===== src/rtl/rwb_pkg.sv =====
package rwb_pkg;

  typedef enum logic [1:0] {
    OP_READ  = 2'd0,
    OP_PROG  = 2'd1,
    OP_ERASE = 2'd2,
    OP_READX = 2'd3
  } rwb_op_e;

  function automatic logic op_modifies(input logic [1:0] op);
    return (op == OP_PROG) || (op == OP_ERASE);
  endfunction

endpackage


===== src/rtl/rwb_addr_map.sv =====
module rwb_addr_map #(
  parameter int unsigned ADDR_W  = 22,
  parameter int unsigned SMALL_W = 12,
  parameter int unsigned LARGE_W = 15,
  parameter int unsigned NBANK   = 4,
  parameter int unsigned BANK_W  = 2,
  parameter int unsigned SEC_W   = 8,
  parameter int unsigned BANK_LG [NBANK] = '{16, 48, 48, 16}
) (
  input  logic [ADDR_W-1:0] addr,
  output logic [BANK_W-1:0] bank,
  output logic [SEC_W-1:0]  sector
);
  localparam int unsigned IDX_W     = ADDR_W - LARGE_W;
  localparam int unsigned SUB_W     = LARGE_W - SMALL_W;
  localparam int unsigned SM_PER_LG = 1 << SUB_W;
  localparam int unsigned TOTAL_LG  = 1 << IDX_W;
  localparam int unsigned TOP_BASE  = SM_PER_LG - 1 + TOTAL_LG - 1;

  function automatic int unsigned lg_end(input int b);
    int unsigned s;
    s = 0;
    for (int i = 0; i <= b; i++) s += BANK_LG[i];
    return s;
  endfunction

  logic [IDX_W-1:0] lg_idx;
  logic [SUB_W-1:0] sub_idx;
  logic [NBANK-2:0] past_end;

  assign lg_idx  = addr[ADDR_W-1:LARGE_W];
  assign sub_idx = addr[LARGE_W-1:SMALL_W];

  // one comparator per bank boundary; bank = boundaries passed
  for (genvar gb = 0; gb < NBANK - 1; gb++) begin : g_bnd
    localparam int unsigned END_LG = lg_end(gb);
    assign past_end[gb] = (32'(lg_idx) >= END_LG);
  end

  assign bank = BANK_W'($countones(past_end));

  // lowest and highest large slot are each split into small sectors
  always_comb begin
    if (lg_idx == '0)
      sector = SEC_W'(sub_idx);
    else if (lg_idx == IDX_W'(TOTAL_LG - 1))
      sector = SEC_W'(TOP_BASE) + SEC_W'(sub_idx);
    else
      sector = SEC_W'(lg_idx) + SEC_W'(SM_PER_LG - 1);
  end

endmodule


===== src/rtl/rwb_protect.sv =====
module rwb_protect #(
  parameter int unsigned NSEC    = 142,
  parameter int unsigned SEC_W   = 8,
  parameter int unsigned BOOT_LO = 2,
  parameter int unsigned BOOT_HI = 2
) (
  input  logic             clk,
  input  logic             rst_n,
  input  logic             wr,
  input  logic [SEC_W-1:0] wr_sec,
  input  logic             wr_set,
  input  logic             wp_n,
  input  logic [SEC_W-1:0] chk_sec,
  output logic             locked
);
  logic [NSEC-1:0] bits_q;
  logic [NSEC-1:0] hard_mask;

  for (genvar gs = 0; gs < NSEC; gs++) begin : g_mask
    assign hard_mask[gs] = (gs < BOOT_LO) || (gs >= NSEC - BOOT_HI);
  end

  always_ff @(posedge clk or negedge rst_n) begin
    if (!rst_n) begin
      bits_q <= '0;
    end else if (wr) begin
      for (int s = 0; s < NSEC; s++)
        if (wr_sec == SEC_W'(s)) bits_q[s] <= wr_set;
    end
  end

  logic in_range;
  assign in_range = (32'(chk_sec) < NSEC);

  always_comb begin
    locked = 1'b0;
    if (in_range)
      locked = bits_q[chk_sec] | (~wp_n & hard_mask[chk_sec]);
  end

endmodule


===== src/rtl/rwb_pe_tracker.sv =====
module rwb_pe_tracker #(
  parameter int unsigned CNT_W    = 16,
  parameter int unsigned DATA_W   = 16,
  parameter int unsigned BANK_W   = 2,
  parameter int unsigned POLL_BIT = 7,
  parameter int unsigned TOG_BIT  = 6
) (
  input  logic              clk,
  input  logic              rst_n,
  input  logic              start,
  input  logic [BANK_W-1:0] start_bank,
  input  logic [DATA_W-1:0] start_target,
  input  logic [CNT_W-1:0]  cycles,
  input  logic              stat_rd,
  output logic              busy,
  output logic [BANK_W-1:0] busy_bank,
  output logic [DATA_W-1:0] stat_word
);
  logic [CNT_W-1:0]  cnt_q;
  logic              busy_q;
  logic [BANK_W-1:0] bank_q;
  logic [DATA_W-1:0] tgt_q;
  logic              tog_q;
  logic [CNT_W-1:0]  load_val;

  assign load_val = (cycles == '0) ? CNT_W'(1) : cycles;

  always_ff @(posedge clk or negedge rst_n) begin
    if (!rst_n) begin
      cnt_q  <= '0;
      busy_q <= 1'b0;
      bank_q <= '0;
      tgt_q  <= '0;
    end else if (start) begin
      cnt_q  <= load_val;
      busy_q <= 1'b1;
      bank_q <= start_bank;
      tgt_q  <= start_target;
    end else if (busy_q) begin
      cnt_q <= cnt_q - CNT_W'(1);
      if (cnt_q == CNT_W'(1)) busy_q <= 1'b0;
    end
  end

  always_ff @(posedge clk or negedge rst_n) begin
    if (!rst_n)       tog_q <= 1'b0;
    else if (start)   tog_q <= 1'b0;
    else if (stat_rd) tog_q <= ~tog_q;
  end

  always_comb begin
    stat_word           = '0;
    stat_word[POLL_BIT] = ~tgt_q[POLL_BIT];
    stat_word[TOG_BIT]  = tog_q;
  end

  assign busy      = busy_q;
  assign busy_bank = bank_q;

endmodule


===== src/rtl/rwb_arbiter.sv =====
module rwb_arbiter #(
  parameter int unsigned ADDR_W  = 22,
  parameter int unsigned DATA_W  = 16,
  parameter int unsigned SMALL_W = 12,
  parameter int unsigned LARGE_W = 15,
  parameter int unsigned CNT_W   = 16,
  parameter int unsigned NBANK   = 4,
  parameter int unsigned BANK_LG [NBANK] = '{16, 48, 48, 16},
  parameter int unsigned SEC_W   = 8,
  parameter int unsigned BANK_W  = 2
) (
  input  logic              clk,
  input  logic              rst_n,
  input  logic              req_valid,
  output logic              req_ready,
  input  logic [1:0]        req_op,
  input  logic [ADDR_W-1:0] req_addr,
  input  logic [DATA_W-1:0] req_data,
  output logic              rsp_valid,
  input  logic              rsp_ready,
  output logic [DATA_W-1:0] rsp_data,
  output logic              rsp_status,
  output logic              arr_rd_en,
  output logic [ADDR_W-1:0] arr_rd_addr,
  input  logic [DATA_W-1:0] arr_rd_data,
  input  logic              wp_n,
  input  logic              prot_wr,
  input  logic [SEC_W-1:0]  prot_sector,
  input  logic              prot_set,
  input  logic [CNT_W-1:0]  cfg_pe_cycles,
  output logic              pe_start,
  output logic [BANK_W-1:0] pe_bank,
  output logic [SEC_W-1:0]  pe_sector,
  output logic              ry_by_n,
  output logic              prot_err,
  output logic              busy_rej
);
  import rwb_pkg::*;

  localparam int unsigned SM_PER_LG = 1 << (LARGE_W - SMALL_W);
  localparam int unsigned TOTAL_LG  = 1 << (ADDR_W - LARGE_W);
  localparam int unsigned NSEC      = TOTAL_LG - 2 + 2 * SM_PER_LG;

  logic [BANK_W-1:0] req_bank;
  logic [SEC_W-1:0]  req_sec;
  logic              sec_locked;
  logic              trk_busy;
  logic [BANK_W-1:0] trk_bank;
  logic [DATA_W-1:0] trk_word;

  rwb_addr_map #(
    .ADDR_W(ADDR_W), .SMALL_W(SMALL_W), .LARGE_W(LARGE_W),
    .NBANK(NBANK), .BANK_W(BANK_W), .SEC_W(SEC_W), .BANK_LG(BANK_LG)
  ) u_map (
    .addr(req_addr), .bank(req_bank), .sector(req_sec)
  );

  rwb_protect #(.NSEC(NSEC), .SEC_W(SEC_W)) u_prot (
    .clk(clk), .rst_n(rst_n),
    .wr(prot_wr), .wr_sec(prot_sector), .wr_set(prot_set),
    .wp_n(wp_n), .chk_sec(req_sec), .locked(sec_locked)
  );

  // request classification
  logic rsp_valid_q, rsp_stat_q;
  logic [DATA_W-1:0] rsp_word_q;
  logic accept, is_mod, do_read, do_mod, hits_busy, stat_rd, start_op;
  logic [DATA_W-1:0] target;

  assign req_ready = ~rsp_valid_q | rsp_ready;
  assign accept    = req_valid & req_ready;
  assign is_mod    = op_modifies(req_op);
  assign do_read   = accept & ~is_mod;
  assign do_mod    = accept & is_mod;
  assign hits_busy = trk_busy & (req_bank == trk_bank);
  assign stat_rd   = do_read & hits_busy;
  assign start_op  = do_mod & ~trk_busy & ~sec_locked;
  assign target    = (req_op == OP_ERASE) ? '1 : req_data;

  assign arr_rd_en   = do_read & ~hits_busy;
  assign arr_rd_addr = req_addr;

  rwb_pe_tracker #(
    .CNT_W(CNT_W), .DATA_W(DATA_W), .BANK_W(BANK_W)
  ) u_trk (
    .clk(clk), .rst_n(rst_n),
    .start(start_op), .start_bank(req_bank), .start_target(target),
    .cycles(cfg_pe_cycles), .stat_rd(stat_rd),
    .busy(trk_busy), .busy_bank(trk_bank), .stat_word(trk_word)
  );

  // single response slot
  always_ff @(posedge clk or negedge rst_n) begin
    if (!rst_n) begin
      rsp_valid_q <= 1'b0;
      rsp_stat_q  <= 1'b0;
      rsp_word_q  <= '0;
    end else if (do_read) begin
      rsp_valid_q <= 1'b1;
      rsp_stat_q  <= hits_busy;
      rsp_word_q  <= trk_word;
    end else if (rsp_ready) begin
      rsp_valid_q <= 1'b0;
    end
  end

  assign rsp_valid  = rsp_valid_q;
  assign rsp_status = rsp_stat_q;
  assign rsp_data   = rsp_stat_q ? rsp_word_q : arr_rd_data;

  // event pulses
  logic              start_q, perr_q, rej_q;
  logic [BANK_W-1:0] pbank_q;
  logic [SEC_W-1:0]  psec_q;

  always_ff @(posedge clk or negedge rst_n) begin
    if (!rst_n) begin
      start_q <= 1'b0;
      perr_q  <= 1'b0;
      rej_q   <= 1'b0;
      pbank_q <= '0;
      psec_q  <= '0;
    end else begin
      start_q <= start_op;
      perr_q  <= do_mod & ~trk_busy & sec_locked;
      rej_q   <= do_mod & trk_busy;
      if (start_op) begin
        pbank_q <= req_bank;
        psec_q  <= req_sec;
      end
    end
  end

  assign pe_start  = start_q;
  assign pe_bank   = pbank_q;
  assign pe_sector = psec_q;
  assign prot_err  = perr_q;
  assign busy_rej  = rej_q;
  assign ry_by_n   = ~trk_busy;

endmodule


===== config.mk =====
export PLATFORM = sky130hd
export DESIGN_NAME = rwb_arbiter
export DESIGN_NICKNAME = d
export VERILOG_FILES = /design/src/rtl/rwb_pkg.sv /design/src/rtl/rwb_addr_map.sv /design/src/rtl/rwb_protect.sv /design/src/rtl/rwb_pe_tracker.sv /design/src/rtl/rwb_arbiter.sv
export SDC_FILE = /design/constraint.sdc
export NUM_CORES = 1
export LEC_CHECK = 0
export BUFFER_PORTS_ARGS = -buffer_cell sky130_fd_sc_hd__buf_2
export CAP_MARGIN = 30
export CORE_MARGIN = 4
export CORE_UTILIZATION = 42
export CTS_BUF_LIST = sky130_fd_sc_hd__clkbuf_8
export DETAILED_ROUTE_END_ITERATION = 6
export PLACE_DENSITY_LB_ADDON = 0.08
export REMOVE_ABC_BUFFERS = 1
export SYNTH_ARGS = -nofsm -noshare
export SYNTH_HDL_FRONTEND = slang
export SYNTH_SLANG_ARGS = --single-unit

===== constraint.sdc =====
create_clock -name clk -period 2.97 [get_ports clk]
set_clock_uncertainty 0.15 [all_clocks]
set_input_delay 0.594 -clock clk [delete_from_list [all_inputs] [get_ports clk]]
set_output_delay 0.594 -clock clk [all_outputs]
set_load 0.01 [all_outputs]

==> qor.yml <==
path_class: "in -> reg"
wire_per_inst_um: 19.9
combPwrFrac_pct: 21.7
clockPowerShare_pct: 31.4
htreeDepth: 4
routed_wl_um: 29100
antennaDiodeCount: 0
grt_pass1_vias: 7962
synth_edf_count: 0
syn_area_per_cell_um2: 10.6
critPathCaptureType: "register"
hold_viol: 0
core_um2: 23600
track_usage_pct: 22.2
cts_sinks: 178
start_util_pct: 43.1
layout.cells.non_filler: 1458
ir_worst_vdd_mv: 0.253
synth_cell_types: 78
cp-start-kind: "input pin"
firstDrtPassIters: 6
max_freq_ghz: 0.290
vias: 7875
whs_path_depth: 2
status: "finished, violations left"
ctsRootBufferMaster: "clkbuf_8"
max_stage_delay_ns: 0.52
synth-xor-area-share_pct: 1.72
synth-simple-area-share_pct: 16.5
dieWidth_um: 164
area_delta_synth_final_pct: 22.5
worst_slew_pin_slew_ns: 0.628
power.total_mw: 5.86
crit_chain: "buf_8 -> inv_4 -> ha_4 -> nor3b_4 -> and2_4 -> nor3_4 -> nor2_8 -> buf_4 -> buf_6 -> buf_16 -> mux4_2 -> a22oi_2 -> nand4_1 -> nand3_2 -> o31ai_4 -> inv_2 -> buf_6 -> mux2_4"
routabilityCongestion: 0.856
synth_top_family_by_area: "multiplexers"
crit_path_top_delay_cell: "mux4_2"
cp_top_family: "simple AND/OR/NAND/NOR gates"
async_reset_ff_share_pct: 100
clockBufferDepth: 2
use_met2_pct: 36.8
num_rows: 56
fin_nets: 1221
synth_warnings: 0
crit_fanout: 7
yosys_register_bits: 178
min_period_ns: 3.45
p_switching_mw: 1.81
netlist_instances: 964
clk_pin_slew_ns: 0.11
layout_commonest_cell: "dfrtp_1"
r2r_slack_ns: 0.40
sequentialPowerShare_pct: 46.9
critPathBufInv: 7
maxCapViolCount: 0
vias_per_cell: 5.40
period_share_pct: 116
final_layout_size_suffix_gt1_share_pct: 43.2
cts_tree: "yes"
boundaryPins: 143
grt_setup_unrepaired: "true"
drtAntennaViolNets: 0
synthesis.area_um2: 10200
die_area_um2: 26800
slew_violations: 0
dp.cells: 1410
crit_arrival_ns: 3.66
hpwl_um: 20700
synthFlopType: "dfrtp_1"
overflow: 0
switching_share_pct: 30.9
setup_viol: 31
violations: "negative setup slack"
hold_path_end: "u_trk.cnt_q[13]"
port_buffers: 103
ys_seq_area_share_pct: 43.8
synth.area.mux_share_pct: 23.8
hold_start: "cfg_pe_cycles[13]"
antenna_found_initial: 0
synth_compound_area_share_pct: 7.21
hold_path.class: "in -> reg"
crit_top_cell: "buf_6"
synthAdderAreaFrac_pct: 1.06
internal_power_mw: 4.05
grt_util_met3_pct: 3.99
fin_ws_ns: -0.477
hold_slack_ns: 0.203
p_per_area_nw_per_um2: 471
grt_util_met1_pct: 30.3
die_h_um: 164
worstReg2RegEnd: "pe_sector[4]"
drcViolationCount: 0
numCtsBuffers: 17
leakage_nw: 5.82
mostFrequentLayoutCells: "dfrtp_1 (178), nand2_1 (171), mux2_2 (144)"
crit_start: "req_addr[16]"
critPathRequiredTime_ns: 3.18
slew_headroom_pct: 57.9
grt_most_used_layer: "met2"
r2r-start: "u_prot.bits_q[68]"
reg2reg_depth: 10
grt_max_degree: 58
first_iter_violations: 517
grt_first_pass_wirelength_um: 45800
clock_latency_ns: 0.48
## synth_stat cells (8+ instances only)
cell type / number / share of area, %
dfrtp_1: 178 / 44
and2_0: 9 / 0.55
nor4_1: 8 / 0.49
nor2_1: 32 / 1.2
mux4_2: 17 / 3.8
xor2_1: 12 / 1.0
inv_1: 26 / 0.96
mux2_2: 144 / 16
nand2_1: 172 / 6.3
mux2i_1: 21 / 2.1
mux2_4: 13 / 1.9
xnor2_1: 8 / 0.69
nand3_1: 27 / 1.3
and2_1: 11 / 0.68
buf_4: 25 / 1.8
nor2b_1: 16 / 0.98
a21oi_1: 9 / 0.44
nor3_1: 20 / 0.98
clkbuf_1: 55 / 2.0
o21ai_0: 18 / 0.89
## worst max path at each step
stage	slack, ns	cells after the start	end
floorplan	-1.99	13	pe_sector[1]
finish	-0.48	18	pe_sector[4]
detailed placement	-1.22	16	pe_sector[0]
global route	-0.59	16	pe_sector[4]
CTS	-0.38	16	pe_sector[4]
global placement	-1.24	16	pe_sector[0]
## kinds of logic after synthesis
kind of cell | count (synthesis)
adders and majority gates | 8
buffers and inverters | 120
DFF | 178
xor gates and xnor gates | 20
AOI/OAI and AO/OA | 96
and+or+nand+nor | 346
muxes | 196
## state kept, by name, indices dropped and copies added (netlist names)
signal / flops
u_trk.busy: 1
u_trk.cnt_q: 16
u_trk.tog_q: 1
busy_rej: 1
pe_start: 1
u_prot.bits_q: 142
rsp_status: 1
rsp_valid: 1
u_trk.tgt_q: 1
prot_err: 1
pe_sector: 8
u_trk.busy_bank: 2
rsp_word_q: 2
## power by group through the flow
stage          clock, mW  combinational [mW]  sequential, mW
6_report            1.84                1.27            2.75
5_1_grt             1.98                1.39            2.78
4_1_cts             1.90                1.25            2.75
3_5_place_dp           0                1.20            2.80
3_3_place_gp           0                1.19            2.79
2_1_floorplan          0               0.623            2.76
## through the flow
| stage | area (um2) | util (%) | setup WS (ns) | TNS, ns |
|---|---|---|---|---|
| after floorplan | 9670 | - | -1.99 | -53.75 |
| after global placement | 11600 | 49.3 | -1.24 | -35.20 |
| after detailed placement | 11600 | 49.3 | -1.22 | -34.94 |
| after CTS | 12400 | 52.3 | -0.378 | -9.26 |
| after global routing | 12500 | 52.8 | -0.594 | -15.66 |
| final | 12500 | 52.8 | -0.477 | -12.09 |
## cell type report
type	instances	area (um2)
Fill cell	2135	11200
Clock inverter	13	170
Clock buffer	19	262
Timing Repair Buffer	236	1780
Inverter	27	109
Multi-Input combinational cell	666	5280
Sequential cell	178	4450
Tap cell	319	399
## timing repair
item                                    4_1_cts  5_1_grt
hold buffers                                  1        0
buffers inserted                             12        4
cloned                                        1        0
resized for setup                            46       20
endpoints found under the hold margin        47        0
endpoints found under the setup margin       32       32
pin swaps                                    18        9
## layer usage
metal  up-vias  part of all wire (%)
li1       3687                     -
met1      3914                    45
met2       242                    48
met3        32                   5.3
met4         0                   1.7
met5         -                     0
No activity file was read; power rests on OpenSTA's default activity.
